### src/rtl/pwm_ctrl_pkg.sv
package pwm_ctrl_pkg;

  typedef enum logic [1:0] {
    MODE_NORMAL = 2'd0,
    MODE_MINON  = 2'd1,
    MODE_SKIP   = 2'd2
  } cyc_mode_t;

  // Duty clamp ratio numerator per version select
  function automatic int duty_num(input int sel);
    case (sel)
      0:       return 1;
      1:       return 4;
      2:       return 13;
      default: return 19;
    endcase
  endfunction

  // Duty clamp ratio denominator per version select
  function automatic int duty_den(input int sel);
    case (sel)
      0:       return 2;
      1:       return 5;
      2:       return 20;
      default: return 40;
    endcase
  endfunction

endpackage

### src/rtl/pwm_jitter_osc.sv
module pwm_jitter_osc #(
  parameter int PERIOD   = 100,
  parameter int JIT_MAX  = 5,
  parameter int JIT_STEP = 1,
  parameter int PW       = 7
) (
  input  logic          clk,
  input  logic          rst,
  input  logic          en,
  output logic [PW-1:0] phase,
  output logic [PW-1:0] per,
  output logic          start
);
  localparam int OW = $clog2(JIT_MAX + JIT_STEP + 1) + 2;

  logic signed [OW-1:0] offs, offs_nx;
  logic                 dir_up, dir_nx;
  logic                 wrap;

  assign per   = PW'(PERIOD + int'(offs));
  assign wrap  = (phase == per - PW'(1));
  assign start = en && (phase == '0);

  generate
    if (JIT_MAX > 0 && JIT_STEP > 0) begin : g_dither
      int up_i, dn_i;
      always_comb begin
        up_i    = int'(offs) + JIT_STEP;
        dn_i    = int'(offs) - JIT_STEP;
        offs_nx = offs;
        dir_nx  = dir_up;
        if (dir_up) begin
          if (up_i > JIT_MAX) begin
            offs_nx = OW'(dn_i);
            dir_nx  = 1'b0;
          end else begin
            offs_nx = OW'(up_i);
          end
        end else begin
          if (dn_i < -JIT_MAX) begin
            offs_nx = OW'(up_i);
            dir_nx  = 1'b1;
          end else begin
            offs_nx = OW'(dn_i);
          end
        end
      end
    end else begin : g_fixed
      always_comb begin
        offs_nx = '0;
        dir_nx  = 1'b1;
      end
    end
  endgenerate

  always_ff @(posedge clk) begin
    if (rst || !en) begin
      phase  <= '0;
      offs   <= '0;
      dir_up <= 1'b1;
    end else if (wrap) begin
      phase  <= '0;
      offs   <= offs_nx;
      dir_up <= dir_nx;
    end else begin
      phase  <= phase + PW'(1);
    end
  end


  jit_range_chk: assert property (@(posedge clk) disable iff (rst)
    (int'(offs) <= JIT_MAX) && (int'(offs) >= -JIT_MAX));

  generate
    if (JIT_MAX >= JIT_STEP && JIT_STEP > 0) begin : g_step_chk

      jit_step_chk: assert property (@(posedge clk) disable iff (rst)
        (wrap && en) |=> (!en ||
          int'(per) == int'($past(per)) + JIT_STEP ||
          int'(per) == int'($past(per)) - JIT_STEP));
    end
  endgenerate

endmodule

### src/rtl/pwm_mode_latch.sv
module pwm_mode_latch
  import pwm_ctrl_pkg::*;
(
  input  logic      clk,
  input  logic      rst,
  input  logic      en,
  input  logic      start,
  input  logic      fb_low,
  input  logic      fb_skip,
  output cyc_mode_t mode
);
  always_ff @(posedge clk) begin
    if (rst || !en)
      mode <= MODE_NORMAL;
    else if (start)
      mode <= fb_skip ? MODE_SKIP : (fb_low ? MODE_MINON : MODE_NORMAL);
  end


  skip_prio_chk: assert property (@(posedge clk) disable iff (rst)
    (start && fb_skip) |=> (mode == MODE_SKIP));

endmodule

### src/rtl/pwm_off_ctrl.sv
module pwm_off_ctrl
  import pwm_ctrl_pkg::*;
#(
  parameter int PW        = 7,
  parameter int BLANK_CYC = 16,
  parameter int MIN_ON    = 24,
  parameter int DUTY_SEL  = 0
) (
  input  logic [PW-1:0] phase,
  input  logic [PW-1:0] per,
  input  cyc_mode_t     mode,
  input  logic          cs_fb,
  input  logic          cs_ss,
  output logic [PW-1:0] max_on,
  output logic          off_req
);
  localparam int NUM = duty_num(DUTY_SEL);
  localparam int DEN = duty_den(DUTY_SEL);

  logic past_blank, clamp_hit, cs_trip, minon_hit;

  assign max_on     = PW'((int'(per) * NUM) / DEN);
  assign clamp_hit  = (phase >= max_on);
  assign past_blank = (phase > PW'(BLANK_CYC));
  assign cs_trip    = past_blank && (cs_fb || cs_ss);
  assign minon_hit  = (phase >= PW'(MIN_ON));

  always_comb begin
    case (mode)
      MODE_MINON: off_req = clamp_hit || minon_hit;
      default:    off_req = clamp_hit || cs_trip;
    endcase
  end

endmodule

### src/rtl/pcm_pwm_ctrl.sv
module pcm_pwm_ctrl
  import pwm_ctrl_pkg::*;
#(
  parameter int PERIOD    = 100,
  parameter int JIT_MAX   = 5,
  parameter int JIT_STEP  = 1,
  parameter int BLANK_CYC = 16,
  parameter int MIN_ON    = 24,
  parameter int DUTY_SEL  = 0
) (
  input  logic clk,
  input  logic rst,
  input  logic en,
  input  logic cs_over_fb,
  input  logic cs_over_ss,
  input  logic fb_below_min,
  input  logic fb_below_skip,
  output logic drv
);
  localparam int PW = $clog2(PERIOD + JIT_MAX + 1) + 1;

  logic [PW-1:0] phase, per, max_on;
  logic          start, off_req;
  cyc_mode_t     mode;

  pwm_jitter_osc #(
    .PERIOD(PERIOD), .JIT_MAX(JIT_MAX), .JIT_STEP(JIT_STEP), .PW(PW)
  ) u_osc (
    .clk(clk), .rst(rst), .en(en),
    .phase(phase), .per(per), .start(start)
  );

  pwm_mode_latch u_mode (
    .clk(clk), .rst(rst), .en(en), .start(start),
    .fb_low(fb_below_min), .fb_skip(fb_below_skip), .mode(mode)
  );

  pwm_off_ctrl #(
    .PW(PW), .BLANK_CYC(BLANK_CYC), .MIN_ON(MIN_ON), .DUTY_SEL(DUTY_SEL)
  ) u_off (
    .phase(phase), .per(per), .mode(mode),
    .cs_fb(cs_over_fb), .cs_ss(cs_over_ss),
    .max_on(max_on), .off_req(off_req)
  );

  // Drive flop: set at cycle start, cleared by the off request
  always_ff @(posedge clk) begin
    if (rst || !en)
      drv <= 1'b0;
    else if (start)
      drv <= !fb_below_skip;
    else if (drv && off_req)
      drv <= 1'b0;
  end

  // On-time tracker used only by the checks below
  logic [PW-1:0] on_len;
  always_ff @(posedge clk) begin
    if (rst || !drv)
      on_len <= '0;
    else
      on_len <= on_len + PW'(1);
  end


  dis_low_chk: assert property (@(posedge clk) disable iff (rst)
    !en |=> !drv);


  cyc_set_chk: assert property (@(posedge clk) disable iff (rst)
    (start && !fb_below_skip) |=> drv);


  skip_low_chk: assert property (@(posedge clk) disable iff (rst)
    (start && fb_below_skip) |=> !drv);


  max_duty_chk: assert property (@(posedge clk) disable iff (rst)
    drv |-> (on_len < max_on));


  blank_len_chk: assert property (@(posedge clk) disable iff (rst)
    ($fell(drv) && $past(en)) |-> (int'($past(on_len)) >= BLANK_CYC));


  minon_len_chk: assert property (@(posedge clk) disable iff (rst)
    ($fell(drv) && $past(en) && $past(mode) == MODE_MINON) |->
      (int'($past(on_len)) + 1 ==
       ((MIN_ON < int'($past(max_on))) ? MIN_ON : int'($past(max_on)))));

endmodule

### config.mk
export PLATFORM = sky130hd
export DESIGN_NAME = pcm_pwm_ctrl
export DESIGN_NICKNAME = d
export VERILOG_FILES = /design/src/rtl/pwm_ctrl_pkg.sv /design/src/rtl/pwm_jitter_osc.sv /design/src/rtl/pwm_mode_latch.sv /design/src/rtl/pwm_off_ctrl.sv /design/src/rtl/pcm_pwm_ctrl.sv
export SDC_FILE = /design/constraint.sdc
export NUM_CORES = 1
export LEC_CHECK = 0
export ABC_AREA = 1
export BUFFER_PORTS_ARGS = -buffer_cell sky130_fd_sc_hd__clkbuf_2
export CAP_MARGIN = 20
export CORE_MARGIN = 3
export CORE_UTILIZATION = 45
export CTS_BUF_LIST = sky130_fd_sc_hd__clkbuf_8
export CTS_CLUSTER_SIZE = 30
export DETAILED_ROUTE_END_ITERATION = 12
export MAX_ROUTING_LAYER = met4
export PLACE_DENSITY = 0.65
export SLEW_MARGIN = 20
export SYNTH_ARGS = -nofsm -noshare
export SYNTH_HDL_FRONTEND = slang
export SYNTH_SLANG_ARGS = --single-unit
### constraint.sdc
create_clock -name clk -period 4 [get_ports clk]
set_input_delay 0.6 -clock clk [delete_from_list [all_inputs] [get_ports clk]]
set_output_delay 0.6 -clock clk [all_outputs]
set_load 0.05 [all_outputs]
==> qor.csv, run 1 <==
metric,value,unit
Worst EP required,4.14,ns
Max VDD drop,270,uV
Die Width,64.7,um
CP Max Fanout,12,
routability cong.,0.868,
Final Hold Fails,0,
die area,0.00419,mm^2
Root Buffer,clkbuf_8,
Post-Syn Instances,253,
reg-to-reg setup timing slack,1.61,ns
post-CTS setup repair buffer count,0,
Fmax achieved,0.419,GHz
fill cell total of the finished layout,338,
leakage power,0.886,nW
die height,64.7,um
worst path arrival time,2.52,ns
WHS,0.488,ns
run status,"finished, final reports clean",
post-synth cell types,25,
sequential-to-total area share from yosys stat,0.220,
Initial Util,0.488,
Async SR Flop Fraction,0,
simple-gate share of the synthesized area,0.468,
"commonest non-fill, non-tap cell in the layout",nand2_1,
first-pass GRT wire length,5950,um
total negative setup slack,0,ns
DPL Wire Length,2630,um
syn_area_per_cell,6.13,um^2
Worst-Skew Late Latency,0.25,ns
PortBufs,7,
drt initial violations,224,
clock transition at the registers of the reported paths,0.07,ns
Max-Cap Viols,0,
min-delay src,u_mode.mode[1],
DR vias/cell,4.97,
"antenna viol nets, final",0,
ratio of cells with drive above 1 in the final layout,0.109,
mux cell area share after synthesis,0.00646,
Final period util,0.597,
Relative slew margins,0.634,
ANT cells,0,
synth warn,0,
Tightest Pin Transition,0.549,ns
DR DRC count,0,
Num CTS Buffers,3,
skew final,0.00344,ns
Synth Area in Compound Gates,0.0428,
Worst Setup Path Type,reg -> reg,
unrepaired setup endpoints after global routing,false,
NumNets Final,279,
multi-input logic area,0.00103,mm^2
CTS resizes,0,
largest family of logic cells by synthesized area,simple AND/OR/NAND/NOR gates,
CTS sink cnt,17,
final worst path period need,2.39,ns
CTS tree,done,
initial antenna violation count,0,
dpl ws,1.64,ns
most frequent cells in the layout,"nand2_1, nand3_1, inv_1, nor2_1, dfxtp_1",
largest net degree at the start of global routing,13,
Synthesized Nets,273,
mapped cell area,0.00155,mm^2
Crit. Startpoint,u_osc.offs[2],
Syn-to-layout area delta,6.05,%
TritonRoute pass-1 iters,4,
setup ws final,1.61,ns
Vias,1502,
Synth Flop Type,dfxtp_1,
I/O pin count,8,
Clock Path Buffers,2,
Synth Register Bits,17,
xor and xnor area share after synthesis,0.0387,
# hold bufs at CTS,0,
worst min path class,reg -> reg,
total wire length,3280,um
Final Max Tran Viols,0,
# rows,20,
maximum level of the CTS H-tree,1,
Setup Viol. Count Final,0,
CP Capture Type,register,
global route overflow,0,
Post-synth EDFFs,0,
number of global-route vias before repair,1287,
worst reg2reg path startpoint,u_osc.offs[2],
startpoint type of the worst setup path,register,
total area of sequential cells,340,um^2
All-Layer GR Usage,0.181,
Post-Synth Adder-Cell Area,0.105,
core box area,0.00318,mm^2
DR WL/cell,10.9,um
power density over cell area,198,mW/mm^2
-- flip-flops by register name (all words and copies together), names as in the netlist --
name / flops
u_osc.phase: 8
u_osc.dir_up: 1
u_mode.mode: 2
u_osc.offs: 5
drv: 1
-- worst max-delay path: stages, from the launching register on --
cell and delay (ns):
dfxtp_1 0.67, inv_4 0.08, ha_1 0.33, inv_1 0.10, nand3_2 0.12, nor2_4 0.15, xor2_2 0.19, nand3_2 0.25
nand2_1 0.30, nor3_1 0.08
-- cells by family after synthesis --
group,after synthesis
AND/OR/NAND/NOR,162
other,1
AO/OA/AOI/OAI,12
XOR/XNOR,6
flip-flops,17
multiplexers,1
buffers and inverters,41
adder cells (fa/ha/maj),13
-- report_power, final --
| part | internal [mW] | leakage [nW] | switching [mW] |
|---|---|---|---|
| Sequential | 0.171 | 0.137 | 0.00212 |
| Clock | 0.0700 | 0.0217 | 0.0611 |
| Combinational | 0.00794 | 0.727 | 0.0126 |
-- synthesized netlist by cell type, types with 3 or more instances --
master    number  area [um^2]
nor3_1         4         20.0
nor2_1        29          109
nand2_1       75          282
nor2_2         3         18.8
o21ai_0        3         15.0
ha_1          13          163
a21oi_1        6         30.0
dfxtp_1       17          340
nand4_1        6         37.5
buf_6          3         33.8
nand3_1       36          180
clkbuf_1       3         11.3
nand2_2        4         25.0
inv_1         31          116
xor2_1         5         43.8
-- layout make-up --
cell class	count	share of cell area
Clock buffer	3	0.0251
Sequential cell	17	0.207
Timing Repair Buffer	7	0.0213
Multi-Input combinational cell	195	0.626
Inverter	35	0.0830
Tap cell	44	0.0335
Clock inverter	1	0.00457
-- stage by stage --
| step | cells | cell area, um^2 | power [mW] | util |
|---|---|---|---|---|
| 2_1_floorplan | 253 | 1550 | 0.191 | - |
| 3_3_place_gp | 298 | 1600 | 0.198 | 0.502 |
| 6_report | 302 | 1640 | 0.325 | 0.517 |
| 4_1_cts | 302 | 1640 | 0.327 | 0.517 |
| 3_5_place_dp | 298 | 1600 | 0.198 | 0.502 |
| 5_1_grt | 302 | 1640 | 0.340 | 0.517 |
-- per-layer routing --
layer  global-route usage  routed length (um)
met2                0.247                1350
met4               0.0237                  11
met5                    -                   0
met3               0.0364                 131
met1                0.279                1790
-- final timing paths --
| kind | to | cells past startpoint |
|---|---|---|
| max | u_osc.phase[2] | 9 |
| min | u_mode.mode[1] | 2 |
| max reg2reg | u_osc.phase[2] | 9 |
| min reg2reg | u_mode.mode[1] | 2 |
No activity file was read; power rests on OpenSTA's default activity.
==> inputs of run 2 (changes only) <==
==> constraint.sdc (replaced) <==
create_clock -name clk -period 2.3 [get_ports clk]
set_input_delay 0.345 -clock clk [delete_from_list [all_inputs] [get_ports clk]]
set_output_delay 0.345 -clock clk [all_outputs]
set_load 0.05 [all_outputs]
==> qor.csv, run 2 (synthesis results as in run 1) <==
metric,value,unit,change
fill cell total of the finished layout,329,,-2.7%
CP Capture Type,register,,
worst min path class,in -> reg,,
first-pass GRT wire length,6160,um,+3.5%
run status,"finished, final reports clean",,
Syn-to-layout area delta,7.26,%,
drt initial violations,154,,-31%
routability cong.,0.833,,-4.0%
total wire length,3380,um,+2.9%
Crit. Startpoint,u_osc.offs[0],,
clock transition at the registers of the reported paths,0.07,ns,about the same
"commonest non-fill, non-tap cell in the layout",nand2_1,,
most frequent cells in the layout,"nand2_1, nand3_1, inv_1, nor2_1, dfxtp_1",,
initial antenna violation count,0,,unchanged
power density over cell area,338,mW/mm^2,+71%
"antenna viol nets, final",0,,unchanged
CP Max Fanout,11,,-1
All-Layer GR Usage,0.190,,+0.00859
final worst path period need,2.06,ns,-0.327 ns
largest stage delay on the critical path,0.46,ns,-0.21 ns
ratio of cells with drive above 1 in the final layout,0.115,,+0.00642
dpl ws,0.254,ns,-1.39 ns
Worst-Skew Late Latency,0.26,ns,about the same
CTS sink cnt,17,,unchanged
Die Width,64.7,um,unchanged
max reg flops,8,,unchanged
"delay-heaviest family, CP",simple AND/OR/NAND/NOR gates,,
DPL Wire Length,2790,um,+6.0%
reg-to-reg setup timing slack,0.24,ns,-1.37 ns
PortBufs,7,,unchanged
CP Buf/Inv Count,2,,unchanged
DR WL/cell,11.1,um,+1.9%
Worst Setup Path Type,reg -> reg,,
DR vias/cell,4.84,,-2.8%
Stages on worst setup path,11,,+2
# rows,20,,unchanged
TritonRoute pass-1 iters,4,,unchanged
leakage power,0.906,nW,+2.3%
Critical Path Slowest Stage Cell,dfxtp_1,,
total area of sequential cells,340,um^2,unchanged
Final period util,0.896,,+0.299
NumNets Final,282,,+1.1%
worst reg2reg path startpoint,u_osc.offs[0],,
post-CTS setup repair buffer count,0,,unchanged
DR DRC count,0,,unchanged
Initial Util,0.488,,unchanged
maximum level of the CTS H-tree,1,,unchanged
total negative setup slack,0,ns,unchanged
CTS resizes,0,,unchanged
Num CTS Buffers,3,,unchanged
ANT cells,0,,unchanged
skew final,0.00514,ns,+0.00169 ns
unrepaired setup endpoints after global routing,false,,
global route overflow,0,,unchanged
Worst EP required,2.46,ns,-1.68 ns
Final Hold Fails,0,,unchanged
Clock Path Buffers,2,,unchanged
worst path arrival time,2.22,ns,-0.30 ns
crit path capture,u_osc.offs[4],,
die area,0.00419,mm^2,unchanged
Post-Layout Cell Count,305,,+0.99%
startpoint type of the worst setup path,register,,
Final Max Tran Viols,0,,unchanged
Regs by FF count,"u_osc.phase: 8 flops, u_osc.offs: 5 flops, u_mode.mode: 2 flops",,
I/O pin count,8,,unchanged
largest reg by FF count,u_osc.phase,,
multi-input logic area,0.00103,mm^2,unchanged
Max VDD drop,268,uV,-0.60%
CTS tree,done,,
cell repeated most along the worst path,nor2_1,,
Root Buffer,clkbuf_8,,
Max-Cap Viols,0,,unchanged
worst reg2reg endpoint,u_osc.offs[4],,
Placed Instances,301,,+1.0%
Setup Viol. Count Final,0,,unchanged
largest net degree at the start of global routing,12,,-1
# hold bufs at CTS,0,,unchanged
Vias,1475,,-1.8%
crit-path cells,"inv_1, ha_1, xor2_1, nand2_1, nor2_1, nand2_1, nor2_2, nand3_2, buf_4, nor2_1, nor2_1",,
Fmax achieved,0.485,GHz,+16%
setup ws final,0.239,ns,-1.37 ns
core box area,0.00318,mm^2,unchanged
number of global-route vias before repair,1334,,+3.7%
die height,64.7,um,unchanged
worst reg2reg path depth,11,,+2
[run 2: cell types whose count changed in the layout (fill, tap and decap cells not counted)]
cell,before,now
buf_4,0,3
clkinvlp_4,1,0
inv_1,31,32
[run 2: worst min-delay path by stage]
stage	endpoint	slack [ns]	depth (start not counted)	startpoint
after floorplan	u_mode.mode[1]	0.45	2	u_mode.mode[1]
after global placement	u_mode.mode[1]	0.46	2	u_mode.mode[1]
after detailed placement	u_mode.mode[1]	0.48	2	u_mode.mode[1]
after CTS	u_mode.mode[0]	0.33	3	fb_below_min
after global routing	u_mode.mode[0]	0.37	3	fb_below_min
final	u_mode.mode[0]	0.33	3	fb_below_min
[run 2: worst min-delay path, cell delays in order]
cell      delay, ns
clkbuf_2       0.07
mux2i_1        0.05
nor2_1         0.08
[run 2: stage by stage]
stage | hold slack [ns] | cell area, um^2 | total power, mW | util
5_1_grt | 0.374 | 1660 | 0.588 | 0.523
4_1_cts | 0.330 | 1660 | 0.569 | 0.523
3_3_place_gp | 0.461 | 1620 | 0.344 | 0.509
2_1_floorplan | 0.449 | 1550 | 0.331 | -
6_report | 0.327 | 1660 | 0.562 | 0.523
3_5_place_dp | 0.479 | 1620 | 0.344 | 0.509
[run 2: final cells by class]
class / instances / area share
multi-input cells: 195 / 0.619
clock buffers: 3 / 0.0248
flip-flops and latches: 17 / 0.205
repair buffers: 10 / 0.0346
inverters: 35 / 0.0820
well taps: 44 / 0.0331
clock inverters: 1 / 0.00226
[run 2: metal layers]
metal	wire (um)	vias to the layer above	track usage	share of wire
met4	18	0	0.0317	0.0053
li1	-	812	-	-
met5	0	-	-	0
met2	1460	23	0.277	0.43
met3	90	2	0.0364	0.027
met1	1810	638	0.276	0.54
[run 2: report_power, final]
part	leakage (nW)	internal, mW	switching (mW)	total (mW)
clock	0.0269	0.119	0.107	0.226
sequential	0.137	0.298	0.00354	0.301
combinational	0.742	0.0138	0.0216	0.0354
==> inputs of run 3 (changes only) <==
--- a/config.mk
+++ b/config.mk
@@ -6,7 +6,7 @@
 export NUM_CORES = 1
 export LEC_CHECK = 0
 export ABC_AREA = 1
-export BUFFER_PORTS_ARGS = -buffer_cell sky130_fd_sc_hd__clkbuf_2
+export BUFFER_PORTS_ARGS = -buffer_cell sky130_fd_sc_hd__buf_2
 export CAP_MARGIN = 20
 export CORE_MARGIN = 3
 export CORE_UTILIZATION = 45
==> qor.csv, run 3 (synthesis results as in run 1) <==
metric,value,unit,change
run status,"finished, final reports clean",,
All-Layer GR Usage,0.191,,+0.00142
final worst path period need,2.07,ns,+0.00568 ns
Final Util,0.524,,about the same
die area,0.00419,mm^2,unchanged
total negative setup slack,0,ns,unchanged
startpoint type of the worst setup path,register,,
max reg flops,8,,unchanged
CTS tree,done,,
"antenna viol nets, final",0,,unchanged
post-CTS setup repair buffer count,0,,unchanged
worst reg2reg path startpoint,u_osc.offs[0],,
routability cong.,0.846,,+1.6%
WHS Path Cells,3,,unchanged
Design Power,554,uW,-1.5%
skew final,0.00511,ns,-0.0000274 ns
unrepaired setup endpoints after global routing,false,,
cell repeated most along the worst path,nand2_1,,
CTS sink cnt,17,,unchanged
power density over cell area,333,mW/mm^2,-1.6%
CTS resizes,0,,unchanged
Fmax achieved,0.484,GHz,-0.27%
DR DRC count,0,,unchanged
"commonest non-fill, non-tap cell in the layout",nand2_1,,
# rows,20,,unchanged
total wire length,3480,um,+3.0%
Max-Cap Viols,0,,unchanged
worst path arrival time,2.25,ns,+0.03 ns
Regs by FF count,"u_osc.phase: 8 flops, u_osc.offs: 5 flops, u_mode.mode: 2 flops",,
Critical Path Slowest Stage Cell,dfxtp_2,,
Max VDD drop,339,uV,+26%
DR WL/cell,11.4,um,+3.0%
fill cell total of the finished layout,354,,+7.6%
Post-Layout Cell Count,305,,unchanged
worst reg2reg path depth,13,,+2
reg-to-reg setup timing slack,0.23,ns,about the same
TritonRoute pass-1 iters,4,,unchanged
DR vias/cell,4.88,,+0.88%
I/O pin count,8,,unchanged
drt initial violations,84,,-45%
WHS,0.327,ns,+0.000193 ns
worst reg2reg endpoint,u_osc.offs[4],,
leakage power,0.906,nW,about the same
initial antenna violation count,0,,unchanged
die height,64.7,um,unchanged
Final Max Tran Viols,0,,unchanged
largest stage delay on the critical path,0.36,ns,-0.10 ns
Clock Path Buffers,2,,unchanged
"delay-heaviest family, CP",simple AND/OR/NAND/NOR gates,,
NumNets Final,282,,unchanged
most frequent cells in the layout,"nand2_1, nand3_1, inv_1, nor2_1, dfxtp_1",,
Hold Path End,u_mode.mode[0],,
Vias,1488,,+0.88%
PortBufs,7,,unchanged
CP Capture Type,register,,
Syn-to-layout area delta,7.34,%,about the same
ratio of cells with drive above 1 in the final layout,0.119,,+0.00383
core box area,0.00318,mm^2,unchanged
min-delay src,fb_below_min,,
crit-path cells,"inv_1, ha_1, nand2_1, inv_1, nand3_1, nand3_1, nand2_1, nor2_2, nand3_2, buf_4, nand2_1, nand2_1, nor2_1",,
CP Buf/Inv Count,3,,+1
worst min path class,in -> reg,,
total area of sequential cells,342,um^2,+0.37%
clock transition at the registers of the reported paths,0.07,ns,about the same
Initial Util,0.488,,unchanged
Final period util,0.898,,+0.00247
largest reg by FF count,u_osc.phase,,
Worst-Skew Late Latency,0.25,ns,about the same
number of global-route vias before repair,1386,,+3.9%
Worst Setup Path Type,reg -> reg,,
first-pass GRT wire length,6160,um,unchanged
Root Buffer,clkbuf_8,,
Worst EP required,2.49,ns,+0.03 ns
Final Hold Fails,0,,unchanged
Setup Viol. Count Final,0,,unchanged
Num CTS Buffers,3,,unchanged
ANT cells,0,,unchanged
global route overflow,0,,unchanged
Placed Instances,301,,unchanged
Die Width,64.7,um,unchanged
# hold bufs at CTS,0,,unchanged
largest net degree at the start of global routing,12,,unchanged
DPL Wire Length,2860,um,+2.5%
maximum level of the CTS H-tree,1,,unchanged
multi-input logic area,0.00103,mm^2,unchanged
CP Max Fanout,11,,unchanged
==> run 3: cell types whose count changed in the layout (fill, tap and decap cells not counted) <==
cell	change
clkbuf_2	-7
dfxtp_2	+1
dfxtp_1	-1
buf_2	+7
==> run 3: layer usage <==
metal,global-route usage,up-vias,share of wire
li1,-,814,-
met1,0.250,656,0.51
met2,0.302,16,0.45
met3,0.0399,2,0.028
met4,0.0501,0,0.0063
met5,-,-,0
==> run 3: area by class of cell <==
class	count	area share
clock buffer	3	0.0248
clock inverter	1	0.00226
inverter	35	0.0820
multi-input combinational	195	0.618
sequential	17	0.205
tap	44	0.0331
timing repair buffer	10	0.0346
==> run 3: stage by stage <==
step	area, um^2	setup slack (ns)
floorplan	1550	0.482
global placement	1620	0.249
detailed placement	1620	0.205
CTS	1660	0.181
global route	1660	0.0707
finish	1660	0.233
==> run 3: power by group <==
part | internal, mW | total (mW) | switching, mW | leakage (nW)
clock network | 0.118 | 0.217 | 0.0985 | 0.0269
registers | 0.298 | 0.301 | 0.00346 | 0.138
logic | 0.0139 | 0.0355 | 0.0217 | 0.741
==> run 3: worst register-to-register path: stages, from the launching register on <==
cell,delay (ns)
dfxtp_2,0.36
inv_1,0.18
ha_1,0.31
nand2_1,0.12
inv_1,0.13
nand3_1,0.11
nand3_1,0.10
nand2_1,0.07
nor2_2,0.11
nand3_2,0.09
buf_4,0.18
nand2_1,0.06
nand2_1,0.04
nor2_1,0.13
==> run 3: worst max path at each step <==
| stage | startpoint | endpoint | depth (start not counted) |
|---|---|---|---|
| global route | u_osc.offs[0] | u_osc.offs[4] | 15 |
| finish | u_osc.offs[0] | u_osc.offs[4] | 13 |
| floorplan | u_osc.offs[2] | u_osc.offs[1] | 12 |
| CTS | u_osc.offs[0] | u_osc.offs[4] | 14 |
| detailed placement | u_osc.offs[0] | u_osc.offs[4] | 12 |
| global placement | u_osc.offs[0] | u_osc.offs[4] | 12 |
